$ cat src/rtl/gpio_lvl_pkg.sv
package gpio_lvl_pkg;
    localparam int unsigned ADDR_W = 3;
    localparam logic [ADDR_W-1:0] ADR_PINS = 3'd0;
    localparam logic [ADDR_W-1:0] ADR_POL  = 3'd1;
    localparam logic [ADDR_W-1:0] ADR_EN   = 3'd2;
    localparam logic [ADDR_W-1:0] ADR_ESET = 3'd3;
    localparam logic [ADDR_W-1:0] ADR_ECLR = 3'd4;
endpackage

$ cat src/rtl/gpio_lvl_sync.sv
module gpio_lvl_sync #(
    parameter int unsigned WIDTH  = 8,
    parameter int unsigned STAGES = 2
) (
    input  logic             clk_i,
    input  logic             rst_ni,
    input  logic [WIDTH-1:0] async_i,
    output logic [WIDTH-1:0] sync_o
);
    for (genvar b = 0; b < WIDTH; b++) begin : g_bit
        logic [STAGES-1:0] chain_d, chain_q;

        always_comb begin
            chain_d = {chain_q[STAGES-2:0], async_i[b]};
        end

        always_ff @(posedge clk_i or negedge rst_ni) begin
            if (!rst_ni) chain_q <= '0;
            else         chain_q <= chain_d;
        end

        assign sync_o[b] = chain_q[STAGES-1];
    end
endmodule

$ cat src/rtl/gpio_lvl_regs.sv
module gpio_lvl_regs
    import gpio_lvl_pkg::*;
#(
    parameter int unsigned W = 8
) (
    input  logic              clk_i,
    input  logic              rst_ni,
    input  logic [W-1:0]      pins_i,
    input  logic [ADDR_W-1:0] addr_i,
    input  logic              we_i,
    input  logic [W-1:0]      wdata_i,
    output logic [W-1:0]      rdata_o,
    output logic [W-1:0]      pol_o,
    output logic [W-1:0]      en_o
);
    typedef struct packed {
        logic [W-1:0] pol;
        logic [W-1:0] en;
        logic [W-1:0] rdata;
    } regs_t;

    regs_t regs_d, regs_q;

    always_comb begin
        regs_d = regs_q;
        if (we_i) begin
            unique case (addr_i)
                ADR_POL:  regs_d.pol = wdata_i;
                ADR_ESET: regs_d.en  = regs_q.en | wdata_i;
                ADR_ECLR: regs_d.en  = regs_q.en & ~wdata_i;
                default:  ;
            endcase
        end
        unique case (addr_i)
            ADR_PINS: regs_d.rdata = pins_i;
            ADR_POL:  regs_d.rdata = regs_q.pol;
            ADR_EN:   regs_d.rdata = regs_q.en;
            default:  regs_d.rdata = '0;
        endcase
    end

    always_ff @(posedge clk_i or negedge rst_ni) begin
        if (!rst_ni) regs_q <= '0;
        else         regs_q <= regs_d;
    end

    assign rdata_o = regs_q.rdata;
    assign pol_o   = regs_q.pol;
    assign en_o    = regs_q.en;

    assert_en_set_R5: assert property (@(posedge clk_i) disable iff (!rst_ni)
        (we_i && addr_i == ADR_ESET) |=> ((en_o & $past(wdata_i)) == $past(wdata_i)));

    assert_en_hold_R5: assert property (@(posedge clk_i) disable iff (!rst_ni)
        (!we_i || (addr_i != ADR_ESET && addr_i != ADR_ECLR)) |=> $stable(en_o));

    assert_en_clr_R6: assert property (@(posedge clk_i) disable iff (!rst_ni)
        (we_i && addr_i == ADR_ECLR) |=> ((en_o & $past(wdata_i)) == '0));

    assert_pol_write_R7: assert property (@(posedge clk_i) disable iff (!rst_ni)
        (we_i && addr_i == ADR_POL) |=> (pol_o == $past(wdata_i)));

    assert_rd_latency_R10: assert property (@(posedge clk_i) disable iff (!rst_ni)
        (addr_i == ADR_EN) |=> (rdata_o == $past(en_o)));
endmodule

$ cat src/rtl/gpio_lvl_irq_gen.sv
module gpio_lvl_irq_gen #(
    parameter int unsigned W = 8
) (
    input  logic         clk_i,
    input  logic         rst_ni,
    input  logic [W-1:0] sync_i,
    input  logic [W-1:0] pol_i,
    input  logic [W-1:0] en_i,
    output logic         irq_o
);
    typedef struct packed {
        logic irq;
    } irq_state_t;

    irq_state_t st_d, st_q;
    logic [W-1:0] active;

    always_comb begin
        active    = (sync_i ^ pol_i) & en_i;
        st_d      = st_q;
        st_d.irq  = |active;
    end

    always_ff @(posedge clk_i or negedge rst_ni) begin
        if (!rst_ni) st_q <= '0;
        else         st_q <= st_d;
    end

    assign irq_o = st_q.irq;

    assert_irq_needs_enable_R4: assert property (@(posedge clk_i) disable iff (!rst_ni)
        irq_o |-> ($past(en_i) != '0));
endmodule

$ cat src/rtl/gpio_lvl_irq_bank.sv
module gpio_lvl_irq_bank
    import gpio_lvl_pkg::*;
#(
    parameter int unsigned NUM_PINS    = 8,
    parameter int unsigned SYNC_STAGES = 2
) (
    input  logic                clk_i,
    input  logic                rst_ni,
    input  logic [NUM_PINS-1:0] pin_i,
    input  logic [ADDR_W-1:0]   addr_i,
    input  logic                we_i,
    input  logic [NUM_PINS-1:0] wdata_i,
    output logic [NUM_PINS-1:0] rdata_o,
    output logic                irq_o
);
    logic [NUM_PINS-1:0] pins_sync;
    logic [NUM_PINS-1:0] pol;
    logic [NUM_PINS-1:0] en;

    gpio_lvl_sync #(.WIDTH(NUM_PINS), .STAGES(SYNC_STAGES)) u_sync (
        .clk_i   (clk_i),
        .rst_ni  (rst_ni),
        .async_i (pin_i),
        .sync_o  (pins_sync)
    );

    gpio_lvl_regs #(.W(NUM_PINS)) u_regs (
        .clk_i   (clk_i),
        .rst_ni  (rst_ni),
        .pins_i  (pins_sync),
        .addr_i  (addr_i),
        .we_i    (we_i),
        .wdata_i (wdata_i),
        .rdata_o (rdata_o),
        .pol_o   (pol),
        .en_o    (en)
    );

    gpio_lvl_irq_gen #(.W(NUM_PINS)) u_irq (
        .clk_i  (clk_i),
        .rst_ni (rst_ni),
        .sync_i (pins_sync),
        .pol_i  (pol),
        .en_i   (en),
        .irq_o  (irq_o)
    );

    assert_idle_after_disable_R6: assert property (@(posedge clk_i) disable iff (!rst_ni)
        (en == '0) |=> !irq_o);
endmodule

$ cat config.mk
export PLATFORM = sky130hd
export DESIGN_NAME = gpio_lvl_irq_bank
export DESIGN_NICKNAME = d
export VERILOG_FILES = /design/src/rtl/gpio_lvl_pkg.sv /design/src/rtl/gpio_lvl_sync.sv /design/src/rtl/gpio_lvl_regs.sv /design/src/rtl/gpio_lvl_irq_gen.sv /design/src/rtl/gpio_lvl_irq_bank.sv
export SDC_FILE = /design/constraint.sdc
export NUM_CORES = 1
export LEC_CHECK = 0
export ABC_AREA = 1
export BUFFER_PORTS_ARGS = -buffer_cell sky130_fd_sc_hd__buf_2
export CELL_PAD_IN_SITES_DETAIL_PLACEMENT = 0
export CELL_PAD_IN_SITES_GLOBAL_PLACEMENT = 1
export CORE_ASPECT_RATIO = 0.9
export CORE_MARGIN = 2
export CORE_UTILIZATION = 40
export CTS_CLUSTER_SIZE = 24
export DETAILED_ROUTE_END_ITERATION = 16
export GPL_ROUTABILITY_DRIVEN = 0
export PLACE_DENSITY = 0.78
export RECOVER_POWER = 100
export SLEW_MARGIN = 25
export SYNTH_ARGS = -nofsm -noshare
export SYNTH_HDL_FRONTEND = slang
export SYNTH_SLANG_ARGS = --single-unit
$ cat constraint.sdc
create_clock -name clk_i -period 2.8 [get_ports clk_i]
set_clock_uncertainty 0.15 [all_clocks]
set_input_delay 0.14 -clock clk_i [delete_from_list [all_inputs] [get_ports clk_i]]
set_output_delay 0.14 -clock clk_i [all_outputs]
set_load 0.02 [all_outputs]
==> metrics.txt <==
simple logic cell fraction of the synthesized area 33.4%; Required @ worst endpoint approximately 2.8 ns; Gate Count Post-Synth 194; input/output buffers 30; Longest Clk Path Bufs 2; Ports 31; CP Capture Type register; root cell of the clock tree clkbuf_8; Antenna Violating Nets Remaining 0; Yosys reg bits 41; top cell type by total area after synthesis dfrtp_1; vias in the first global route 1,278; Worst-Skew Late Latency around 0.29 ns; post-CTS setup buffers 0; clock-pin slew on the worst setup and hold paths about 0.080 ns; most common cell in the synthesized netlist nand2_1; post-CTS sizing 0; Routed WL around 3.6 mm; Max VDD drop between 0.0002 and 0.0003 V; ant diodes 0; area of the multi-input gates 586 µm²; # DRC 0; Overflow after GRT 0; ys async rst share 100%; RSZ-0062 raised after global routing false; WP data arrival 1.85 ns; Post-CTS Hold Buffers 17; DRT iter0 DRCs 89; H-Tree Depth 2; leakage 1.09 nW; Peak Freq roughly 0.55 GHz; Hold Fails Final Rpt 0; PwrDens 604 nW/µm²; Die Wd 73.1 µm; crit-path max FO 17; Via Count 1,411; Hold WC Path Type primary input to register; adder-cell share of the synthesized area 0%; Final #Nets around 270; die height between 60 and 70 µm; max-cap viol count 0; Final min period ~1.8 ns; Slew headroom approximately 17%; Synth top area share about 60%; DP Wirelength approximately 2.3 mm; Compound-Gate Fraction of Synth Area 1.46%; Core Rows 22; CP Launch Type primary input; TritonRoute pass-1 iters 4; critical path class primary input to register; max-slew violation count 0; clk sinks between 40 and 50; measured slew at the worst slew-check pin ~1.2 ns; Synth Area per Inst 8.85 µm²; mux cell area share after synthesis 0%; Synth area leaders dfrtp_1 60%, nand2_1 18%, nand3_1 7.0%; Starting Density a little over two fifths; ratio of cells with drive above 1 in the final layout between 10% and 20%; global-route wire length before repair slightly above 6 mm; run status complete, no violations; ys flop type dfrtp_1; mapped cell area 1720 µm²; Setup Viol. Count Final 0; Synthesized Nets 216; Placeable Area between 4000 and 5000 µm²; Num CTS Buffers 5; Layout area overhead 24.3%; Reg area about 1000 µm²; wire per inst about 12 µm; largest family of logic cells by synthesized area simple AND/OR/NAND/NOR gates; Synth Area in XOR/XNOR 0%; CTS tree yes; initial antenna violation count 0; TNS Setup 0 ns; final core occ a little over half; Post-synth EDFFs 0; Total GRT Usage roughly 17%; Final Cycle Share about 65%; via-per-instance ratio 4.82; pin count of the biggest net entering global routing between 40 and 50; yosys synthesis warning count 0; sequential fraction of the synthesis area around 60%; die footprint roughly 4800 µm²; Cell variety after synth 15; Synth top cells by count 81 x nand2_1, 41 x dfrtp_1, 24 x nand3_1, 18 x inv_1, 16 x nand4_1; Fillers ~400
## worst paths after layout
kind,depth (start not counted),from,end,slack (ns)
max in group asynchronous,2,rst_ni,u_regs.pol_o[5]$_DFFE_PN0P_,1.50
hold / removal,3,we_i,u_regs.pol_o[6]$_DFFE_PN0P_,0.13
min in group asynchronous,2,rst_ni,u_regs.rdata_o[0]$_DFF_PN0_,0.40
setup reg to reg,6,u_regs.pol_o[5]$_DFFE_PN0P_,u_irq.irq_o$_DFF_PN0_,1.67
hold reg to reg,0,u_sync.g_bit[5].chain_q[0]$_DFF_PN0_,u_sync.g_bit[5].chain_q[1]$_DFF_PN0_,0.20
setup / recovery,7,addr_i[1],u_regs.pol_o[5]$_DFFE_PN0P_,0.98
## critical path: stages
cell,delay (ns)
clkbuf_1,0.14
inv_1,0.10
nand2_1,0.05
nor2_1,0.92
nand2_2,0.29
nand2_1,0.15
nand2_1,0.06
## placed cells by master (no fill, tap or decap)
cell type / instances
clkinv_2: 2
clkbuf_1: 11
nand3_1: 24
buf_2: 19
inv_1: 18
dfrtp_1: 41
o21ai_2: 1
inv_2: 1
nor3_2: 1
nand2_2: 1
nor2_1: 4
dlygate4sd3_1: 17
a21oi_4: 1
clkbuf_2: 1
nand4_1: 16
nor3_1: 1
nand2_1: 81
clkbuf_8: 5
## routing by layer
metal  up-vias  GRT usage [%]  share of wire (%)
li1        726              -                  -
met1       646           22.9                 49
met2        30           26.0                 45
met3         9           4.57                4.3
met4         0           6.25                1.8
met5         -              0                  0
## per-stage QoR
stage / cell area, µm² / setup WS [ns] / hold slack, ns / total power, mW / instances
detailed placement: 1910 / 1.35 / 0.0994 / 0.925 / 268
floorplan: 1720 / 1.74 / -0.306 / 0.844 / 194
global route: 2130 / 0.774 / 0.124 / 1.37 / 293
finish: 2130 / 0.984 / 0.131 / 1.29 / 293
CTS: 2160 / 1.49 / 0.110 / 1.31 / 293
global placement: 1910 / 1.36 / 0.0975 / 0.922 / 268
## report_power, final
group,total (mW),switching [mW],internal (mW)
registers,0.716,0.0529,0.663
logic,0.209,0.127,0.0819
clock network,0.364,0.191,0.173
total,1.29,0.371,0.918
## area by class of cell
| class | instances | share of cell area [%] |
|---|---|---|
| Timing Repair Buffer | 47 | 14.4 |
| Multi-Input combinational cell | 130 | 27.4 |
| Tap cell | 48 | 2.82 |
| Clock buffer | 6 | 3.40 |
| Clock inverter | 2 | 0.469 |
| Inverter | 19 | 3.34 |
| Sequential cell | 41 | 48.1 |
## logic make-up after synthesis
group,Yosys count
compound gates,2
buf+inv,23
flops,41
simple gates,128
No activity file was read; power rests on OpenSTA's default activity.
